===== src/rtl/rtc_hs_pkg.sv =====
package rtc_hs_pkg;
  localparam int unsigned AW = 3;

  localparam logic [AW-1:0] IDX_SEC    = 3'd0;
  localparam logic [AW-1:0] IDX_FRAC   = 3'd1;
  localparam logic [AW-1:0] IDX_ALM_HI = 3'd2;
  localparam logic [AW-1:0] IDX_ALM_LO = 3'd3;
  localparam logic [AW-1:0] IDX_CTRL   = 3'd4;
  localparam logic [AW-1:0] IDX_STAT   = 3'd5;
  localparam logic [AW-1:0] IDX_IEN    = 3'd6;

  localparam int unsigned BIT_BUSY = 10;
  localparam int unsigned BIT_RDY  = 9;
  localparam int unsigned BIT_DONE = 8;
  localparam int unsigned BIT_ERR  = 7;
  localparam int unsigned BIT_ALM  = 4;
  localparam int unsigned BIT_INV  = 1;
  localparam int unsigned BIT_VIOL = 0;
  localparam int unsigned BIT_RUN  = 3;
endpackage


===== src/rtl/rtc_hs_commit.sv =====
module rtc_hs_commit #(
  parameter int unsigned LAT = 4,
  parameter int unsigned AW  = 3,
  parameter int unsigned DW  = 32
) (
  input  logic          clk_i,
  input  logic          rst_ni,
  input  logic          wr_i,
  input  logic [AW-1:0] addr_i,
  input  logic [DW-1:0] wdata_i,
  output logic          busy_o,
  output logic          done_o,
  output logic          reject_o,
  output logic          commit_o,
  output logic [AW-1:0] c_addr_o,
  output logic [DW-1:0] c_data_o
);
  localparam int unsigned CW = $clog2(LAT + 1);
  localparam logic [CW-1:0] CNT_LAST = CW'(LAT);
  localparam logic [CW-1:0] CNT_ONE  = CW'(1);

  logic          busy_q, busy_d, done_q, done_d;
  logic [CW-1:0] cnt_q, cnt_d;
  logic [AW-1:0] addr_q;
  logic [DW-1:0] data_q;
  logic          accept, fire;

  always_comb begin
    accept = wr_i && !busy_q;
    fire   = busy_q && (cnt_q == CNT_LAST);
    busy_d = busy_q;
    done_d = done_q;
    cnt_d  = cnt_q;
    if (accept) begin
      busy_d = 1'b1;
      done_d = 1'b0;
      cnt_d  = CNT_ONE;
    end else if (fire) begin
      busy_d = 1'b0;
      done_d = 1'b1;
      cnt_d  = '0;
    end else if (busy_q) begin
      cnt_d  = cnt_q + CNT_ONE;
    end
  end

  always_ff @(posedge clk_i or negedge rst_ni) begin
    if (!rst_ni) begin
      busy_q <= 1'b0;
      done_q <= 1'b0;
      cnt_q  <= '0;
    end else begin
      busy_q <= busy_d;
      done_q <= done_d;
      cnt_q  <= cnt_d;
    end
  end

  always_ff @(posedge clk_i or negedge rst_ni) begin
    if (!rst_ni) begin
      addr_q <= '0;
      data_q <= '0;
    end else if (accept) begin
      addr_q <= addr_i;
      data_q <= wdata_i;
    end
  end

  assign busy_o   = busy_q;
  assign done_o   = done_q;
  assign reject_o = wr_i && busy_q;
  assign commit_o = fire;
  assign c_addr_o = addr_q;
  assign c_data_o = data_q;

  p_accept_busy_r2: assert property (@(posedge clk_i) disable iff (!rst_ni)
    (wr_i && !busy_o) |=> busy_o);
  p_commit_done_r2: assert property (@(posedge clk_i) disable iff (!rst_ni)
    commit_o |=> (!busy_o && done_o));
  p_done_clear_r4: assert property (@(posedge clk_i) disable iff (!rst_ni)
    (wr_i && !busy_o) |=> !done_o);
  p_pending_hold_r3: assert property (@(posedge clk_i) disable iff (!rst_ni)
    (busy_o && !commit_o) |=> ($stable(c_addr_o) && $stable(c_data_o)));
endmodule


===== src/rtl/rtc_hs_timebase.sv =====
module rtc_hs_timebase #(
  parameter int unsigned DW        = 32,
  parameter int unsigned FRAC_WRAP = 32768
) (
  input  logic          clk_i,
  input  logic          rst_ni,
  input  logic          run_i,
  input  logic          tick_i,
  input  logic          ld_sec_i,
  input  logic          ld_frac_i,
  input  logic [DW-1:0] ld_val_i,
  input  logic [DW-1:0] alm_hi_i,
  input  logic [DW-1:0] alm_lo_i,
  output logic [DW-1:0] sec_o,
  output logic [DW-1:0] frac_o,
  output logic          alarm_hit_o
);
  localparam logic [DW-1:0] FRAC_LAST = DW'(FRAC_WRAP - 1);
  localparam logic [DW-1:0] ONE       = DW'(1);

  logic          armed_q;
  logic [DW-1:0] sec_q, sec_d, frac_q, frac_d;
  logic          count_en, wrap, sec_en, frac_en;

  always_comb begin
    count_en = run_i && armed_q && tick_i && !ld_sec_i && !ld_frac_i;
    wrap     = (frac_q == FRAC_LAST);
    sec_en   = ld_sec_i || (count_en && wrap);
    frac_en  = ld_frac_i || count_en;
    sec_d    = ld_sec_i ? ld_val_i : sec_q + ONE;
    frac_d   = ld_frac_i ? ld_val_i : (wrap ? '0 : frac_q + ONE);
  end

  always_ff @(posedge clk_i or negedge rst_ni) begin
    if (!rst_ni) sec_q <= '0;
    else if (sec_en) sec_q <= sec_d;
  end

  always_ff @(posedge clk_i or negedge rst_ni) begin
    if (!rst_ni) frac_q <= '0;
    else if (frac_en) frac_q <= frac_d;
  end

  always_ff @(posedge clk_i or negedge rst_ni) begin
    if (!rst_ni) armed_q <= 1'b0;
    else if (ld_sec_i) armed_q <= 1'b1;
  end

  assign sec_o       = sec_q;
  assign frac_o      = frac_q;
  assign alarm_hit_o = (alm_hi_i != '1) && (sec_q == alm_hi_i) && (frac_q == alm_lo_i);

  p_frozen_r6: assert property (@(posedge clk_i) disable iff (!rst_ni)
    (!armed_q && !ld_frac_i && !ld_sec_i) |=> ($stable(frac_o) && $stable(sec_o)));
  p_carry_r7: assert property (@(posedge clk_i) disable iff (!rst_ni)
    (count_en && frac_o == FRAC_LAST) |=> (frac_o == '0 && sec_o == $past(sec_o) + ONE));
endmodule


===== src/rtl/rtc_handshake.sv =====
module rtc_handshake
  import rtc_hs_pkg::*;
#(
  parameter int unsigned DW         = 32,
  parameter int unsigned FRAC_WRAP  = 32768,
  parameter int unsigned COMMIT_LAT = 4
) (
  input  logic          clk_i,
  input  logic          rst_ni,
  input  logic          tick_i,
  input  logic          bus_wr_i,
  input  logic [2:0]    bus_addr_i,
  input  logic [DW-1:0] bus_wdata_i,
  output logic [DW-1:0] bus_rdata_o,
  output logic          irq_o
);
  localparam logic [DW-1:0] IEN_MASK =
    DW'((1 << BIT_RDY) | (1 << BIT_DONE) | (1 << BIT_ERR) | (1 << BIT_ALM));

  logic [1:0]    rst_sync_q;
  logic          rst_n;
  logic          busy, done, reject, commit, hit;
  logic [AW-1:0] c_addr;
  logic [DW-1:0] c_data, sec, frac;
  logic [DW-1:0] alm_hi_q, alm_lo_q, ien_q, stat;
  logic          run_q, err_q, alm_q, inv_q, viol_q;
  logic          err_d, alm_d, inv_d, viol_d, stat_wr;

  always_ff @(posedge clk_i or negedge rst_ni) begin
    if (!rst_ni) rst_sync_q <= 2'b00;
    else         rst_sync_q <= {rst_sync_q[0], 1'b1};
  end
  assign rst_n = rst_sync_q[1];

  rtc_hs_commit #(.LAT(COMMIT_LAT), .AW(AW), .DW(DW)) u_commit (
    .clk_i(clk_i), .rst_ni(rst_n), .wr_i(bus_wr_i), .addr_i(bus_addr_i),
    .wdata_i(bus_wdata_i), .busy_o(busy), .done_o(done), .reject_o(reject),
    .commit_o(commit), .c_addr_o(c_addr), .c_data_o(c_data)
  );

  rtc_hs_timebase #(.DW(DW), .FRAC_WRAP(FRAC_WRAP)) u_time (
    .clk_i(clk_i), .rst_ni(rst_n), .run_i(run_q), .tick_i(tick_i),
    .ld_sec_i(commit && c_addr == IDX_SEC), .ld_frac_i(commit && c_addr == IDX_FRAC),
    .ld_val_i(c_data), .alm_hi_i(alm_hi_q), .alm_lo_i(alm_lo_q),
    .sec_o(sec), .frac_o(frac), .alarm_hit_o(hit)
  );

  always_ff @(posedge clk_i or negedge rst_n) begin
    if (!rst_n) alm_hi_q <= '1;
    else if (commit && c_addr == IDX_ALM_HI) alm_hi_q <= c_data;
  end

  always_ff @(posedge clk_i or negedge rst_n) begin
    if (!rst_n) alm_lo_q <= '0;
    else if (commit && c_addr == IDX_ALM_LO) alm_lo_q <= c_data;
  end

  always_ff @(posedge clk_i or negedge rst_n) begin
    if (!rst_n) run_q <= 1'b0;
    else if (commit && c_addr == IDX_CTRL) run_q <= c_data[BIT_RUN];
  end

  always_ff @(posedge clk_i or negedge rst_n) begin
    if (!rst_n) ien_q <= '0;
    else if (commit && c_addr == IDX_IEN) ien_q <= c_data & IEN_MASK;
  end

  always_comb begin
    stat_wr = commit && (c_addr == IDX_STAT);
    err_d   = reject || (err_q && !(stat_wr && c_data[BIT_ERR]));
    alm_d   = hit || (alm_q && !(stat_wr && c_data[BIT_ALM]));
    inv_d   = inv_q && !(stat_wr && c_data[BIT_INV] && c_data[BIT_VIOL]);
    viol_d  = viol_q && !(stat_wr && c_data[BIT_VIOL]);
  end

  always_ff @(posedge clk_i or negedge rst_n) begin
    if (!rst_n) begin
      err_q  <= 1'b0;
      alm_q  <= 1'b0;
      inv_q  <= 1'b1;
      viol_q <= 1'b0;
    end else begin
      err_q  <= err_d;
      alm_q  <= alm_d;
      inv_q  <= inv_d;
      viol_q <= viol_d;
    end
  end

  always_comb begin
    stat           = '0;
    stat[BIT_BUSY] = busy;
    stat[BIT_RDY]  = !busy;
    stat[BIT_DONE] = done;
    stat[BIT_ERR]  = err_q;
    stat[BIT_ALM]  = alm_q;
    stat[BIT_INV]  = inv_q;
    stat[BIT_VIOL] = viol_q;
  end

  always_comb begin
    case (bus_addr_i)
      IDX_SEC:    bus_rdata_o = sec;
      IDX_FRAC:   bus_rdata_o = frac;
      IDX_ALM_HI: bus_rdata_o = alm_hi_q;
      IDX_ALM_LO: bus_rdata_o = alm_lo_q;
      IDX_CTRL:   bus_rdata_o = DW'(run_q) << BIT_RUN;
      IDX_STAT:   bus_rdata_o = stat;
      IDX_IEN:    bus_rdata_o = ien_q;
      default:    bus_rdata_o = '0;
    endcase
  end

  assign irq_o = |(stat & ien_q);

  p_reject_err_r3: assert property (@(posedge clk_i) disable iff (!rst_n)
    (bus_wr_i && busy) |=> err_q);
  p_alarm_sticky_r8: assert property (@(posedge clk_i) disable iff (!rst_n)
    (alm_q && !(commit && c_addr == IDX_STAT && c_data[BIT_ALM])) |=> alm_q);
  p_alarm_set_r8: assert property (@(posedge clk_i) disable iff (!rst_n)
    hit |=> alm_q);
  p_inv_hold_r5: assert property (@(posedge clk_i) disable iff (!rst_n)
    (inv_q && !(commit && c_addr == IDX_STAT && c_data[BIT_INV] && c_data[BIT_VIOL])) |=> inv_q);
endmodule


===== config.mk =====
export PLATFORM = sky130hd
export DESIGN_NAME = rtc_handshake
export DESIGN_NICKNAME = d
export VERILOG_FILES = /design/src/rtl/rtc_hs_pkg.sv /design/src/rtl/rtc_hs_commit.sv /design/src/rtl/rtc_hs_timebase.sv /design/src/rtl/rtc_handshake.sv
export SDC_FILE = /design/constraint.sdc
export NUM_CORES = 1
export LEC_CHECK = 0
export BUFFER_PORTS_ARGS = -buffer_cell sky130_fd_sc_hd__buf_2
export CAP_MARGIN = 40
export CORE_ASPECT_RATIO = 0.5
export CORE_MARGIN = 4
export CORE_UTILIZATION = 35
export CTS_CLUSTER_SIZE = 28
export DETAILED_ROUTE_END_ITERATION = 12
export SLEW_MARGIN = 25
export SYNTH_ARGS = -nofsm -noshare
export SYNTH_HDL_FRONTEND = slang
export SYNTH_SLANG_ARGS = --single-unit

===== constraint.sdc =====
create_clock -name clk_i -period 7.3 [get_ports clk_i]
set_input_delay 1.46 -clock clk_i [delete_from_list [all_inputs] [get_ports clk_i]]
set_output_delay 1.46 -clock clk_i [all_outputs]
set_load 0.01 [all_outputs]

==> After elaboration in Yosys (flattened, before gate mapping) <==
Index checks and enable logic that the tools add are counted.
Widths: inputs -> output; s select.
{ "word_totals": {"regBits": 180, "inputBits": 39, "out_inout_bits": 33, "word_cells": 91} }
{ "classes": {"n_addsub": 3, "n_eq_ne": 17, "n_mux": 11, "bitwise_logic": 1, "reduce_logical": 42} }
{ "ops": {"columns": ["cell", "count"], "rows": [
  ["$pmux 32 s7", 1],
  ["$mux 32", 3],
  ["$add 32x1->32 const B", 2],
  ["$eq 32x32->1", 2],
  ["$eq 32x15->1 const B", 1],
  ["$ne 32x32->1 const B", 1],
  ["$reduce_or 32->1", 1],
  ["$logic_and 1x1->1", 26],
  ["$eq 3x3->1 const B", 7],
  ["$eq 3x2->1 const B", 4],
  ["$and 11x10->11", 1],
  ["$mux 3", 3],
  ["$logic_not 1->1", 7],
  ["$eq 3x1->1 const B", 2],
  ["$logic_not 3->1", 2],
  ["$logic_or 1x1->1", 4],
  ["$mux 1", 4],
  ["$add 3x1->3 const B", 1],
  ["$reduce_bool 3->1", 1],
  ["$reduce_bool 2->1", 1]
]} }

==> Logic depth before layout (Yosys ltp) <==
{ "logic_depth": {"word_depth": 8, "mapped_depth": 10, "mapped_depth_nobuf": 8} }

==> Modules after synthesis <==
Synthesis repeated with hierarchy kept, for this count alone.
{ "hier_totals": {"hier_cells": 953, "area_unflattened_um2": 10605.2} }
{ "modules_own_cells": {"columns": ["mod", "n_inst", "cells_per_inst", "area_each_um2", "seq_area_each_um2"], "rows": [
  ["rtc_hs_timebase", 1, 567, 4858.4, 1626.6],
  ["rtc_handshake", 1, 284, 4025.1, 1918.1],
  ["rtc_hs_commit", 1, 102, 1721.7, 1001.0]
]} }

==> Least setup slack after synthesis <==
OpenSTA, ideal clock, no wires.
{ "synth_timing": {"kind": "input -> output", "start": "input bus_addr_i[2]", "end": "output bus_rdata_o[12]", "arrival_ns": 2.865, "required_ns": 5.840, "slack_ns": 2.975, "path_stages": 8, "n_path_buf": 4, "cell_sequence": "clkbuf_1 -> nor2b_1 -> clkbuf_1 -> nor2b_1 -> clkbuf_1 -> clkbuf_1 -> a22oi_1 -> nand2_1"} }
{ "synth_via": {"elab_chain_cells": 2, "elab_cells_between_ends": 8, "classes_between": "6 x eq/ne; 1 x mux; 1 x reduce/logical"} }
{ "synth_lines": {"columns": ["element", "line_no", "text"], "rows": [
  ["from (decl)", "rtc_handshake.sv:12", "input logic [2:0] bus_addr_i,"],
  ["$eq 3x3->1 (tied with other cells)", "rtc_handshake.sv:102", "case (bus_addr_i)"],
  ["$pmux 32 s7 *", "rtc_handshake.sv:102", null],
  ["to (decl)", "rtc_handshake.sv:14", "output logic [DW-1:0] bus_rdata_o,"]
]} }
Mark *: on every way between the ends. The rest lies on a longest branch, timed or not.

==> Final worst setup path <==
{ "layout_timing": {"start": "input bus_addr_i[1]", "end": "output bus_rdata_o[24]"} }
The elaborated chain is that of the path after synthesis.

==> flow_summary_export.csv <==
group,metric,value,unit
outcome,status,"finished, final reports clean",
cts,clk_latency,0.45,ns
drt,via_per_inst,6.103,
logic_synthesis,syn_inst,1042,
logic_synthesis,postSynthNetCount,1085,
flow_run,drv_cap,0,
timing,slew_headroom,40.78,%
pwr,p_total,0.004722,W
pwr,p_leak,4.905,nW
logic_synthesis,ys_seq_area_share,44.41,%
pwr,seqPwrFrac,50.8,%
logic_synthesis,yosys_warnings,0,
critical_path,required,5.84,ns
logic_synthesis,synth_edf_count,0,
drt,wl_per_cell,25.00,um
cells_and_area,nets,1118,
critical_path,start_kind,"input port",
timing,fin_setup_tns,0,ns
drt,first_pass_iters,5,
drt,num_vias,8971,
grt,grt_max_degree,60,
critical_path,crit_type,"input port to output port",
grt,grt-ovfl-total,0,
timing,hold-worst-slack,0.1336,ns
logic_synthesis,yosysUniqueCellTypes,59,
cts,path_clk_slew,0.07,ns
place,place_ws,2.302,ns
timing,period_needed,5.050,ns
critical_path,slowest_stage,"nor2b_4",
cts,clockRootBuffer,"clkbuf_16",
cells_and_area,nFillCells,2727,
drt,drc_errors,0,
timing,timing.final.crit_share,69.18,%
timing,worst_slack,2.250,ns
cts,clockBufferDepth,2,
timing,slew_violations,0,
cells_and_area,fin_area,11560,um2
timing,finalSetupViolCount,0,
logic_synthesis,async_flop_share,100.0,%
place,dp_hpwl,26960,um
pwr,switchingPower,0.002076,W
critical_path,cpPeakStageDelay,0.72,ns
pwr,peakVddDrop,204.7,uV
timing,fin_worst_skew,0.01183,ns
cts,cts_max_level,4,
cts,cts_tree,"built",
cts,cts_inserted_buffers,17,
floorplanning,die_area,32210,um2
timing,hold_viol,0,
pwr,clockPowerShare,19.2,%
cts,ctsHoldBuffers,0,
critical_path,critPathBufInv,2,
place,dpl_cell_area,10960,um2
timing,max_freq,198.0,MHz
pwr,powerDensity,408.5,nW/um2
drt,drt_wl_total,36750,um
floorplanning,initial_utilization,36.23,%
place,port_buffers,71,
cells_and_area,drive_gt1_share,25.74,%
floorplanning,ios,72,
worst_hold_path,hp-class,"register to asynchronous set/reset pin",
cells_and_area,syn_to_final_growth,12.95,%
drt,first_iter_violations,1122,
logic_synthesis,syn-mean-instance-area,9.822,um2
floorplanning,die_y,128.9,um
cts,clock_sinks,180,
timing,rsz0062_at_grt,"false",
place,gp_congestion,0.9630,
cts,post-cts-setup-buffer-count,0,
logic_synthesis,ys.flop_type,"dfrtp_1",
logic_synthesis,yosysTopAreaCell,"dfrtp_1",
floorplanning,placementRows,43,
pwr,swShare,43.96,%
drt,ant_nets,0,
logic_synthesis,synth_top_cells_by_area,"dfrtp_1 (36%), mux2_2 (12%), dfstp_2 (8.5%)",
logic_synthesis,ys_ff_latch,180,
pwr,intPower,0.002646,W
grt,grt_pass1_wl,56280,um
critical_path,arrival,3.59,ns
critical_path,crit_family,"simple AND/OR/NAND/NOR gates",
logic_synthesis,yosysMostFrequentCell,"dfrtp_1",
timing,tightest_slew,0.8802,ns
critical_path,end_kind,"output port",
pwr,combPwrFrac,30.0,%
cts,cts_resized,0,
critical_path,crit_fanout,24,
floorplanning,core,28250,um2
grt,grt_usage,22.96,%
logic_synthesis,yosys-top-cells-count,"dfrtp_1 (147), nand2_1 (123), mux2_2 (107), xor2_1 (68), a22oi_1 (56)",
grt,antenna_found_initial,0,
critical_path,cp_common_cell,"buf_2",
critical_path,cp_cell_sequence,"buf_2 -> nor2b_1 -> nor2b_4 -> a22oi_1 -> nand2_1 -> buf_2",
logic_synthesis,netlist.area_leader.share,35.94,%
floorplanning,die_x,249.8,um
grt,grt_pass1_vias,8778,
cells_and_area,num_antenna_cells,0,
logic_synthesis,synth_area,10230,um2
through the flow:
stage                     cells  util (%)
after floorplan            1042         -
after global placement     1433     38.52
after detailed placement   1437     38.82
after CTS                  1469     40.83
after global routing       1470     40.93
final                      1470     40.93
routing by layer:
layer  vias to the layer above  part of all wire, %  GRT usage, %
met5                         -                    0             0
met2                       425                   44         35.11
met3                        57                  8.3         6.120
met1                      4556                   46         32.76
li1                       3933                    -             -
met4                         0                  1.9         5.406
flip-flops by register name, indices dropped and copies added, names as in the netlist, 2 cells and up:
name               cells
u_time.sec_o          32
u_commit.c_addr_o      3
u_time.frac_o         32
alm_hi_q              32
u_commit.c_data_o     32
ien_q                  4
alm_lo_q              32
rst_sync_q             2
u_commit.cnt_q         3
placed cells by master, fill, tap and decap left out, drive strengths merged, types with 19 or more instances in the layout:
cell / n
a22oi: 56
buf: 90
a21oi: 28
xor2: 68
and3: 19
nor4: 32
nand2: 123
nand4: 32
nor3: 28
nor2: 41
o21ai: 68
dfrtp: 147
dfstp: 33
nand3: 26
mux2: 107
kinds of logic (layout without fill, tap and decap cells):
kind of cell | count (synthesis) | after routing | share of synthesized area (%)
AO/OA/AOI/OAI | 228 | 228 | 14.77
XOR/XNOR | 70 | 70 | 5.990
adder cells (fa/ha/maj) | 4 | 4 | 0.4890
buffers and inverters | 88 | 134 | 3.704
flip-flops | 180 | 180 | 44.41
multiplexers | 117 | 117 | 12.75
other | 1 | 1 | 0.03664
AND/OR/NAND/NOR | 354 | 354 | 17.85
final timing paths:
| check | startpoint | endpoint | slack [ns] | cells after the start |
|---|---|---|---|---|
| hold reg to reg | rst_sync_q[1]$_DFF_PN0_ | u_commit.c_data_o[7]$_DFFE_PN0P_ | 0.13 | 0 |
| max in group asynchronous | rst_sync_q[1]$_DFF_PN0_ | alm_hi_q[29]$_DFFE_PN1P_ | 5.95 | 3 |
| setup / recovery | bus_addr_i[1] | bus_rdata_o[24] | 2.25 | 6 |
| hold / removal | rst_sync_q[1]$_DFF_PN0_ | u_commit.c_data_o[7]$_DFFE_PN0P_ | 0.13 | 0 |
| setup reg to reg | u_time.frac_o[0]$_DFFE_PN0P_ | u_time.sec_o[31]$_DFFE_PN0P_ | 4.32 | 9 |
| min in group clk_i | rst_sync_q[0]$_DFF_PN0_ | rst_sync_q[1]$_DFF_PN0_ | 0.36 | 0 |
final cells by class:
class	count	area (um2)	share of cell area, %
well taps	382	478.0	4.135
multi-input cells	774	5354	46.31
inverters	12	45.04	0.3897
flip-flops and latches	180	4549	39.36
clock inverters	14	128.9	1.115
clock buffers	18	439.2	3.799
repair buffers	90	565.5	4.892
power groups by stage:
stage	Sequential [W]	Combinational, W	Clock, W
floorplan	0.00189	0.00112	0
CTS	0.00238	0.00139	0.000919
detailed placement	0.00239	0.00138	0
global placement	0.00239	0.00135	0
finish	0.00240	0.00142	0.000905
global route	0.00244	0.00154	0.000960
(Power assumes the default switching activity.)
